File: src/rtl/gpio_bank_pkg.sv
package gpio_bank_pkg;

   localparam int NPORT      = 8;
   localparam int REG_SEL_W  = 3;
   localparam int PORT_SEL_W = $clog2(NPORT);

   localparam int PORT_A = 0;
   localparam int PORT_B = 1;
   localparam int PORT_C = 2;
   localparam int PORT_D = 3;
   localparam int PORT_E = 4;
   localparam int PORT_F = 5;
   localparam int PORT_G = 6;
   localparam int PORT_H = 7;

   localparam int STRAP_PORT = PORT_A;

   typedef enum logic [REG_SEL_W-1:0] {
      RG_DOUT = 3'd0,
      RG_DIR  = 3'd1,
      RG_ALT  = 3'd2,
      RG_PU   = 3'd3,
      RG_DIN  = 3'd4
   } reg_sel_e;

   function automatic int port_w(input int p);
      case (p)
         PORT_A:  return 7;
         PORT_B:  return 8;
         PORT_C:  return 8;
         PORT_D:  return 8;
         PORT_E:  return 2;
         PORT_F:  return 8;
         PORT_G:  return 5;
         PORT_H:  return 6;
         default: return 0;
      endcase
   endfunction

   function automatic int port_off(input int p);
      int acc;
      acc = 0;
      for (int i = 0; i < p; i++) acc += port_w(i);
      return acc;
   endfunction

   localparam int NPIN    = port_off(NPORT);
   localparam int STRAP_W = port_w(STRAP_PORT);

   function automatic bit has_out(input int p);
      return p != PORT_D;
   endfunction

   function automatic bit has_alt_reg(input int p);
      return (p != PORT_D) && (p != STRAP_PORT);
   endfunction

   function automatic bit has_pu(input int p);
      return (p == PORT_A) || (p == PORT_B) || (p == PORT_C) || (p == PORT_E);
   endfunction

   function automatic bit cold_only(input int p);
      return p == PORT_C;
   endfunction

   function automatic logic [7:0] alt_one(input int p);
      return (p == PORT_B) ? 8'h40 : 8'h00;
   endfunction

   function automatic logic [7:0] alt_zero(input int p);
      return (p == PORT_B) ? 8'h20 : 8'h00;
   endfunction

   function automatic logic [7:0] rst_drive(input int p);
      return (p == PORT_B) ? 8'h20 : 8'h00;
   endfunction

endpackage

File: src/rtl/gpio_port_regs.sv
module gpio_port_regs
   import gpio_bank_pkg::*;
#(
   parameter int         W        = 8,
   parameter bit         HAS_OUT  = 1'b1,
   parameter bit         HAS_ALT  = 1'b1,
   parameter bit         HAS_PU   = 1'b1,
   parameter logic [7:0] ALT_ONE  = 8'h00,
   parameter logic [7:0] ALT_ZERO = 8'h00,
   parameter logic [7:0] RST_DIR  = 8'h00,
   parameter logic [7:0] RST_DOUT = 8'h00
)(
   input  logic                 clk,
   input  logic                 rst_n,
   input  logic                 wr_en,
   input  logic [REG_SEL_W-1:0] reg_sel,
   input  logic [W-1:0]         wdata,
   output logic [W-1:0]         dout_q,
   output logic [W-1:0]         dir_q,
   output logic [W-1:0]         alt_q,
   output logic [W-1:0]         pu_q
);

   localparam logic [W-1:0] ONE_M  = ALT_ONE[W-1:0];
   localparam logic [W-1:0] ZERO_M = ALT_ZERO[W-1:0];

   if (W < 1 || W > 8) begin : g_chk_w
      $error("gpio_port_regs: width out of range");
   end
   if ((ALT_ONE & ALT_ZERO) != 8'h00) begin : g_chk_mask
      $error("gpio_port_regs: a bit cannot be hardwired both ways");
   end

   if (HAS_OUT) begin : g_out
      always_ff @(posedge clk) begin
         if (!rst_n) begin
            dout_q <= RST_DOUT[W-1:0];
            dir_q  <= RST_DIR[W-1:0];
         end else if (wr_en) begin
            if (reg_sel == RG_DOUT) dout_q <= wdata;
            if (reg_sel == RG_DIR)  dir_q  <= wdata;
         end
      end

      // a data-out write is visible one cycle later
      a_r1_dout_write: assert property (@(posedge clk) disable iff (!rst_n)
         (wr_en && reg_sel == RG_DOUT) |=> (dout_q == $past(wdata)));
   end else begin : g_no_out
      assign dout_q = '0;
      assign dir_q  = '0;
   end

   if (HAS_ALT) begin : g_alt
      logic [W-1:0] alt_r;
      always_ff @(posedge clk) begin
         if (!rst_n)                              alt_r <= '0;
         else if (wr_en && reg_sel == RG_ALT)     alt_r <= wdata;
      end
      assign alt_q = (alt_r & ~ZERO_M) | ONE_M;
   end else begin : g_no_alt
      assign alt_q = '0;
   end

   if (HAS_PU) begin : g_pu
      always_ff @(posedge clk) begin
         if (!rst_n)                              pu_q <= '0;
         else if (wr_en && reg_sel == RG_PU)      pu_q <= wdata;
      end
   end else begin : g_no_pu
      assign pu_q = '0;
   end

endmodule

File: src/rtl/gpio_pad_mux.sv
module gpio_pad_mux #(
   parameter int W       = 8,
   parameter bit HAS_OUT = 1'b1,
   parameter bit HAS_PU  = 1'b1
)(
   input  logic [W-1:0] sel,
   input  logic [W-1:0] dout,
   input  logic [W-1:0] dir,
   input  logic [W-1:0] pu,
   input  logic [W-1:0] alt_out,
   input  logic [W-1:0] alt_dir,
   input  logic [W-1:0] pad_in,
   input  logic [W-1:0] in_en,
   output logic [W-1:0] pad_oe,
   output logic [W-1:0] pad_out,
   output logic [W-1:0] pad_pu,
   output logic [W-1:0] din,
   output logic [W-1:0] alt_in
);

   for (genvar b = 0; b < W; b++) begin : g_bit
      assign din[b]    = in_en[b] & pad_in[b];
      assign alt_in[b] = sel[b] & din[b];

      if (HAS_OUT) begin : g_drv
         assign pad_oe[b]  = sel[b] ? alt_dir[b] : dir[b];
         assign pad_out[b] = sel[b] ? alt_out[b] : dout[b];
      end else begin : g_nodrv
         assign pad_oe[b]  = 1'b0;
         assign pad_out[b] = 1'b0;
      end

      if (HAS_PU) begin : g_pull
         assign pad_pu[b] = pu[b];
      end else begin : g_nopull
         assign pad_pu[b] = 1'b0;
      end
   end

endmodule

File: src/rtl/gpio_bank.sv
module gpio_bank
   import gpio_bank_pkg::*;
#(
   parameter int DATA_W = 8,
   parameter int ADDR_W = 6
)(
   input  logic               clk,
   input  logic               por_n,
   input  logic               wdt_n,
   input  logic               warm_n,
   input  logic [ADDR_W-1:0]  bus_addr,
   input  logic               bus_we,
   input  logic [DATA_W-1:0]  bus_wdata,
   output logic [DATA_W-1:0]  bus_rdata,
   input  logic [STRAP_W-1:0] strap_a_alt,
   input  logic [NPIN-1:0]    pad_in,
   input  logic [NPIN-1:0]    in_en,
   output logic [NPIN-1:0]    pad_oe,
   output logic [NPIN-1:0]    pad_out,
   output logic [NPIN-1:0]    pad_pu,
   input  logic [NPIN-1:0]    alt_out,
   input  logic [NPIN-1:0]    alt_dir,
   output logic [NPIN-1:0]    alt_in
);

   if (ADDR_W != PORT_SEL_W + REG_SEL_W) begin : g_chk_addr
      $error("gpio_bank: address width must be port bits plus reg bits");
   end

   logic cold_n;
   logic any_n;
   assign cold_n = por_n & wdt_n;
   assign any_n  = cold_n & warm_n;

   logic [PORT_SEL_W-1:0] acc_port;
   logic [REG_SEL_W-1:0]  acc_reg;
   assign acc_port = bus_addr[ADDR_W-1:REG_SEL_W];
   assign acc_reg  = bus_addr[REG_SEL_W-1:0];

   logic [STRAP_W-1:0] strap_q;
   always_ff @(posedge clk) begin
      if (!por_n) strap_q <= strap_a_alt;
   end

   logic [DATA_W-1:0] v_dout [NPORT];
   logic [DATA_W-1:0] v_dir  [NPORT];
   logic [DATA_W-1:0] v_alt  [NPORT];
   logic [DATA_W-1:0] v_pu   [NPORT];
   logic [DATA_W-1:0] v_din  [NPORT];

   for (genvar p = 0; p < NPORT; p++) begin : g_port
      localparam int PW  = port_w(p);
      localparam int OFF = port_off(p);

      if (PW > DATA_W) begin : g_chk_pw
         $error("gpio_bank: port wider than the data bus");
      end

      logic          rst_n;
      logic          wr_en;
      logic [PW-1:0] dout_q, dir_q, alt_q, pu_q, din, sel;

      assign rst_n = cold_only(p) ? cold_n : any_n;
      assign wr_en = bus_we && (acc_port == PORT_SEL_W'(p));

      gpio_port_regs #(
         .W        (PW),
         .HAS_OUT  (has_out(p)),
         .HAS_ALT  (has_alt_reg(p)),
         .HAS_PU   (has_pu(p)),
         .ALT_ONE  (alt_one(p)),
         .ALT_ZERO (alt_zero(p)),
         .RST_DIR  (rst_drive(p)),
         .RST_DOUT (rst_drive(p))
      ) u_regs (
         .clk     (clk),
         .rst_n   (rst_n),
         .wr_en   (wr_en),
         .reg_sel (acc_reg),
         .wdata   (bus_wdata[PW-1:0]),
         .dout_q  (dout_q),
         .dir_q   (dir_q),
         .alt_q   (alt_q),
         .pu_q    (pu_q)
      );

      if (p == STRAP_PORT) begin : g_strap_sel
         assign sel = strap_q;
      end else begin : g_reg_sel
         assign sel = alt_q;
      end

      gpio_pad_mux #(
         .W       (PW),
         .HAS_OUT (has_out(p)),
         .HAS_PU  (has_pu(p))
      ) u_mux (
         .sel     (sel),
         .dout    (dout_q),
         .dir     (dir_q),
         .pu      (pu_q),
         .alt_out (alt_out[OFF +: PW]),
         .alt_dir (alt_dir[OFF +: PW]),
         .pad_in  (pad_in[OFF +: PW]),
         .in_en   (in_en[OFF +: PW]),
         .pad_oe  (pad_oe[OFF +: PW]),
         .pad_out (pad_out[OFF +: PW]),
         .pad_pu  (pad_pu[OFF +: PW]),
         .din     (din),
         .alt_in  (alt_in[OFF +: PW])
      );

      assign v_dout[p] = DATA_W'(dout_q);
      assign v_dir[p]  = DATA_W'(dir_q);
      assign v_alt[p]  = DATA_W'(alt_q);
      assign v_pu[p]   = DATA_W'(pu_q);
      assign v_din[p]  = DATA_W'(din);
   end

   always_comb begin
      case (acc_reg)
         RG_DOUT: bus_rdata = v_dout[acc_port];
         RG_DIR:  bus_rdata = v_dir[acc_port];
         RG_ALT:  bus_rdata = v_alt[acc_port];
         RG_PU:   bus_rdata = v_pu[acc_port];
         RG_DIN:  bus_rdata = v_din[acc_port];
         default: bus_rdata = '0;
      endcase
   end

   localparam logic [ADDR_W-1:0] B_ALT_ADDR = {PORT_SEL_W'(PORT_B), RG_ALT};
   localparam logic [ADDR_W-1:0] F_PU_ADDR  = {PORT_SEL_W'(PORT_F), RG_PU};
   localparam int OFF_F  = port_off(PORT_F);
   localparam int NOPU_W = NPIN - OFF_F;

   // port B bit 6 alternate select reads as 1
   a_r5_b6_alt_one: assert property (@(posedge clk) disable iff (!any_n)
      (bus_addr == B_ALT_ADDR) |-> bus_rdata[6]);

   // port B bit 5 alternate select reads as 0
   a_r6_b5_alt_zero: assert property (@(posedge clk) disable iff (!any_n)
      (bus_addr == B_ALT_ADDR) |-> !bus_rdata[5]);

   // warm reset leaves port C untouched
   a_r7_warm_keeps_c: assert property (@(posedge clk) disable iff (!cold_n)
      (!warm_n && !(bus_we && acc_port == PORT_SEL_W'(PORT_C)))
      |=> ($stable(v_dout[PORT_C]) && $stable(v_dir[PORT_C])
           && $stable(v_alt[PORT_C]) && $stable(v_pu[PORT_C])));

   // pull-up writes on ports without pull-ups never reach the pads
   a_r9_no_pu_pads: assert property (@(posedge clk) disable iff (!any_n)
      (bus_we && bus_addr == F_PU_ADDR) |=> (pad_pu[OFF_F +: NOPU_W] == '0));

   // disabled inputs never reach the alternate device
   a_r10_gate_alt: assert property (@(posedge clk) disable iff (!any_n)
      (in_en == '0) |-> (alt_in == '0));

endmodule

File: config.mk
export PLATFORM = sky130hd
export DESIGN_NAME = gpio_bank
export DESIGN_NICKNAME = d
export VERILOG_FILES = /design/src/rtl/gpio_bank_pkg.sv /design/src/rtl/gpio_port_regs.sv /design/src/rtl/gpio_pad_mux.sv /design/src/rtl/gpio_bank.sv
export SDC_FILE = /design/constraint.sdc
export NUM_CORES = 1
export LEC_CHECK = 0
export ABC_AREA = 1
export BUFFER_PORTS_ARGS = -buffer_cell sky130_fd_sc_hd__buf_2
export CAP_MARGIN = 20
export CORE_AREA = 2 2 173 175
export DETAILED_ROUTE_END_ITERATION = 7
export DIE_AREA = 0 0 175 177
export PLACE_DENSITY = 0.57
export RECOVER_POWER = 25
export SYNTH_ARGS = -nofsm -noshare
export SYNTH_HDL_FRONTEND = slang
export SYNTH_SLANG_ARGS = --single-unit
File: constraint.sdc
create_clock -name clk -period 3 [get_ports clk]
set_input_delay 0.9 -clock clk [delete_from_list [all_inputs] [get_ports clk]]
set_output_delay 0.9 -clock clk [all_outputs]
set_load 0.03 [all_outputs]
* Word level (Yosys, flattened, before mapping)
Cells that the tools add are included. Widths: inputs -> output; s select.
Operators by class: $lt $le $gt $ge 1, muxes and demuxes 100, bitwise operators 97, equal/unequal tests 10, reductions and logical operators 33
Operators with widths (number):
- $bmux 8 s3 | 5
- $and 1x1->1 | 96
- $mux 1 | 84
- $mux 8 | 10
- $pmux 8 s5 | 1
- $reduce_and 2->1 | 14
- $logic_and 1x1->1 | 17
- $eq 3x3->1 const B | 5
- $eq 3x2->1 const B | 3
- $eq 3x1->1 const B | 2
- $logic_not 3->1 | 2
- $ge 4x4->1 const B | 1
- $not 3->4 | 1
Storage, ports and cells: flip-flop bits (word level) 157, logic and storage cells 266, output and inout port bits 216, input port bits 234

* Longest topological paths before layout
depth after elaboration 5, mapped depth 11, depth with buffers taken out 10

* Hierarchy
From an unflattened synthesis, not the netlist that was laid out.
Unflattened totals: cells, all modules 2181, area, all modules 12124.1 um^2
Modules (own cells, without submodules):
- gpio_bank | cells each 650, area an instance 2904.0 um^2, sequential area each 210.2 um^2, times used 1
- gpio_port_regs (g_port[2].u_regs) | cells each 192, area an instance 1340.0 um^2, sequential area each 640.6 um^2, times used 1
- gpio_port_regs (g_port[1].u_regs) | cells each 186, area an instance 1256.2 um^2, sequential area each 600.6 um^2, times used 1
- gpio_port_regs (g_port[5].u_regs) | cells each 156, area an instance 1094.8 um^2, sequential area each 480.5 um^2, times used 1
- gpio_port_regs (g_port[0].u_regs) | cells each 138, area an instance 958.4 um^2, sequential area each 420.4 um^2, times used 1
- gpio_port_regs (g_port[7].u_regs) | cells each 121, area an instance 840.8 um^2, sequential area each 360.3 um^2, times used 1
- gpio_pad_mux (g_port[1].u_mux ...) | cells each 88, area an instance 380.4 um^2, sequential area each 0.0 um^2, times used 2
- gpio_port_regs (g_port[6].u_regs) | cells each 102, area an instance 686.9 um^2, sequential area each 300.3 um^2, times used 1
- gpio_pad_mux (g_port[5].u_mux) | cells each 89, area an instance 384.1 um^2, sequential area each 0.0 um^2, times used 1
- gpio_port_regs (g_port[4].u_regs) | cells each 59, area an instance 371.6 um^2, sequential area each 160.2 um^2, times used 1
- gpio_pad_mux (g_port[0].u_mux) | cells each 77, area an instance 332.8 um^2, sequential area each 0.0 um^2, times used 1
- gpio_pad_mux (g_port[3].u_mux) | cells each 57, area an instance 324.1 um^2, sequential area each 0.0 um^2, times used 1
- gpio_pad_mux (g_port[7].u_mux) | cells each 67, area an instance 289.0 um^2, sequential area each 0.0 um^2, times used 1
- gpio_port_regs (g_port[3].u_regs) | cells each 33, area an instance 244.0 um^2, sequential area each 0.0 um^2, times used 1
- +2 rows

* Worst setup path before layout
OpenSTA, ideal clock, no wires.
kind input port to output port, start point input port bus_addr[5], end point output port bus_rdata[2], path buffers 3, stages 9, data required time 2100 ps, slack 96 ps, data arrival time 2004 ps, path through buf_4 -> inv_1 -> buf_2 -> buf_4 -> nand2_1 -> o21ai_0 -> nor2_1 -> nor2_1 -> nand3_1
Between the ends: word-level cells in the longest chain between the ends 5, elaborated cells on any way between the ends 17, classes of those cells mux (16); bitwise (1)
RTL lines:
- start, declared | line gpio_bank.sv:11 | input logic [ADDR_W-1:0] bus_addr,
- $not 3->4 (implied by the code) (*)
- $bmux 8 s3, on equally long branches
- $mux 8, on equally long branches (2 in series)
- $pmux 8 s5 (*) | line gpio_bank.sv:121 | case (acc_reg)
- end, declared | line gpio_bank.sv:14 | output logic [DATA_W-1:0] bus_rdata,
Every way passes the cells marked *; elsewhere a longest branch is shown, timed or not. The select of a mux whose other input is x is not followed.

* Worst setup path in the final report
start point input port bus_addr[4], end point output port bus_rdata[0]
The elaborated chain is that of the path after synthesis.

==> out/metrics.csv <==
stage;metric;value;unit
route;Detailed Routing Iterations Pass 1;7;
cts;H-tree lvl count;4;
timing;share of the cycle needed by the critical path after routing;105.1;%
cts;CTS clock-pin slew for the worst setup and hold paths;0.06;ns
cts;CTS Sinks;155;
timing;clk_skew;0;ns
timing;Fin. Hold Viols;0;
yosys;Syn. warnings;0;
critical_path;flop-to-flop setup slack;2.01;ns
cts;Clock Latency Late Sink;0.43;ns
critical_path;Largest stage delay, worst path;0.22;ns
critical_path;Worst EP required;2.10;ns
global_route;Overflow after GRT;0;
critical_path;crit path max fanout;6;
route;WL final;43740;um
yosys;Cell Area, Synth;9419;sq um
route;initial drt markers;891;
timing;Final Max Slew Viols;0;
cells_and_area;Layout fillers;3165;
cells_and_area;final core utilization;44.48;%
global_route;pin count of the biggest net entering global routing;117;
critical_path;worst path cell trace;buf_12 -> buf_12 -> nor2_4 -> buf_12 -> nand2_2 -> nand4_1 -> nand2_1 -> nand3_2 -> nand3_4 -> buf_6;
power;combinational power share;15.9;%
cts;TritonCTS clock tree;done;
cells_and_area;fin area;13010;sq um
power;sw power;1.484;mW
floorplanning;Initial Utilization;32.21;%
yosys;#FFs+latches synth;155;
cts;cts hold-fix bufs;0;
route;via count;11417;
route;DR DRC count;0;
floorplanning;Die X;175;um
cts;Num CTS Buffers;17;
route;Wirelength per Cell;18.38;um
critical_path;CP most frequent cell;buf_12;
floorplanning;site row count;63;
timing;RSZ-0062 raised after global routing;yes;
power;Max VDD drop;0.0003243;V
cts;clk root buf;clkbuf_16;
global_route;GRT Resource Usage Total;27.52;%
hold_path;Hold/Removal Path Class;flip-flop to flip-flop;
critical_path;Buf/Inv on CP;4;
global_route;first-pass GRT wire length;63790;um
floorplanning;Die ar.;30980;sq um
timing;Setup WS post-layout;-0.1521;ns
power;Int Power;3.885;mW
critical_path;Worst Setup End Kind;output port;
route;DRT antenna net count;0;
critical_path;crit path DAT;2.25;ns
route;Via density;4.797;
global_route;number of global-route vias before repair;10883;
cts;clock buffer depth;2;
placement;placed instance area;11950;sq um
floorplanning;die height;177;um
placement;GP Congestion;0.9089;
placement;IO Port Bufs;375;
yosys;sequential area share after synthesis;33.69;%
floorplanning;core box area;29240;sq um
critical_path;Worst path top cell family by delay;simple AND/OR/NAND/NOR gates;
placement;Post-DP HPWL;34710;um
yosys;asr flop ratio synth;0;%
critical_path;Worst Setup Start Kind;primary input;
timing;Finish-stage setup viols;8;
power;Sw Share;27.64;%
yosys;Mapped Cells;1564;
yosys;Distinct cells, synth;26;
power;Power per Cell Area;412.7;nW/um^2
timing;Fmax;317.2;MHz
outcome;outcome;complete, but fails checks;
timing;Least-Margin Pin Slew;0.6715;ns
outcome;violated checks;setup timing;
cells_and_area;net total in the final layout;2211;
floorplanning;I/O Pins;450;
critical_path;CP max-delay cell;nor2_4;
job;MaxCap Viol Count;0;
yosys;syn avg cell area;6.022;sq um
global_route;initial antenna violation count;1;
cells_and_area;Area Growth Syn to Fin;38.10;%
power;Clock Power Share;45.1;%
critical_path;CP Class;primary input to output port;
cells_and_area;fraction of final layout cells sized beyond drive strength 1;28.26;%
timing;slew margin rel.;55.24;%
yosys;Post-synth top flop;dfxtp_1;
timing;Tmin final;3.152;ns
yosys;Post-synth EDFFs;7;
power;Seq pwr share;39.0;%
power;leakage power;6.332;nW
## power by group through the flow
stage / registers (mW) / clock network, mW / logic, mW
after floorplan: 2.14 / 0 / 0.461
after global placement: 2.14 / 0 / 0.788
after detailed placement: 2.14 / 0 / 0.790
after CTS: 2.09 / 2.44 / 0.850
after global routing: 2.09 / 2.53 / 0.912
final: 2.09 / 2.42 / 0.854
## what timing repair did
action	CTS	global route
gates cloned	2	0
gates resized for setup	93	23
setup buffers	5	0
pin swaps	27	23
endpoints found under the hold margin	0	0
setup endpoints to repair	8	8
## flip-flops by register name, indices dropped and copies added, names as in the netlist
name and count:
g_port.sel 7, g_port.u_regs.alt_q 29, g_port.u_regs.dir_q 44, g_port.u_regs.dout_q 44, g_port.u_regs.g_alt.alt_r 6, g_port.u_regs.pu_q 25
## per-stage QoR
step	worst slack [ns]	std cells	power, mW	setup TNS [ns]	hold slack (ns)
after global placement	-0.4064	2343	2.927	-3.059	0.4778
final	-0.1521	2380	5.368	-1.014	0.4969
after global routing	-0.1969	2380	5.533	-1.405	0.5218
after floorplan	0.09623	1615	2.598	0	0.4389
after detailed placement	-0.4035	2343	2.930	-3.004	0.4793
after CTS	-0.1551	2381	5.383	-0.8880	0.4926
## synthesized netlist by cell type (9+ instances only)
master / n / area (sq um)
inv_1: 108 / 405.4
buf_4: 63 / 473.0
clkbuf_1: 30 / 112.6
nand2_1: 538 / 2019
nand3_1: 76 / 380.4
nand2_2: 9 / 56.30
inv_2: 14 / 52.55
a211oi_2: 10 / 125.1
o21ai_0: 160 / 800.8
nor2_1: 248 / 930.9
a21oi_1: 83 / 415.4
dfxtp_1: 148 / 2963
buf_2: 25 / 125.1
## path summary, 6_finish.rpt
path | startpoint | to | depth (start not counted)
max reg2reg | g_port[2].u_regs.alt_q[7]$_SDFFE_PN0P_ | g_port[2].u_regs.alt_q[7]$_SDFFE_PN0P_ | 3
min reg2reg | g_port[1].u_regs.dout_q[6]$_SDFFE_PN0P_ | g_port[1].u_regs.dout_q[6]$_SDFFE_PN0P_ | 2
max | bus_addr[4] | bus_rdata[0] | 10
min | g_port[1].u_regs.dout_q[6]$_SDFFE_PN0P_ | g_port[1].u_regs.dout_q[6]$_SDFFE_PN0P_ | 2
## worst register-to-register path: stages (launching register included)
cell,delay (ns)
dfxtp_1,0.39
inv_1,0.14
buf_4,0.19
a211oi_2,0.20
## cell type report
cell class	count	area [sq um]	area share (%)
inverter	122	473.0	3.636
sequential	155	3173	24.39
tap	390	488.0	3.751
multi-input combinational	1215	5451	41.91
clock inverter	10	190.2	1.462
timing repair buffer	466	2779	21.36
clock buffer	21	450.4	3.463
antenna	1	2.502	0.01924
## cell families (layout without fill, tap and decap cells)
kind of cell,count (synthesis),after routing,synth area share (%)
other,1,53,0.03981
and+or+nand+nor,896,896,38.15
DFF,155,155,33.69
AOI/OAI and AO/OA,267,267,15.12
buffers and inverters,245,619,13.00
## cell usage in the layout (no fill, tap or decap), types with 3 or more instances in the layout
cell type / n
nand3_1: 56
buf_6: 18
buf_2: 337
o211ai_1: 3
nor2_1: 241
o21ai_1: 11
nand2_2: 15
inv_2: 12
a211oi_2: 10
o21ai_0: 156
a21oi_1: 82
nand2_4: 7
clkbuf_16: 17
dfxtp_1: 148
o22ai_2: 3
clkbuf_1: 30
nand3_2: 18
buf_12: 12
inv_1: 106
nand2_1: 527
nor2_2: 10
buf_4: 71
conb_1: 52
nand4_1: 5
nor2_4: 9
inv_4: 3
edfxtp_1: 7
bufinv_16: 5
## per-layer routing
layer | part of all wire (%) | vias up | global-route usage, % | wire (um)
met5 | 0 | - | 0 | 0
met4 | 2.2 | 0 | 6.944 | 980
met3 | 6.4 | 49 | 4.446 | 2805
met2 | 49 | 493 | 49.52 | 21550
met1 | 42 | 5223 | 34.18 | 18400
li1 | - | 5652 | - | -
Note: power is estimated with default switching activity, not from simulation.
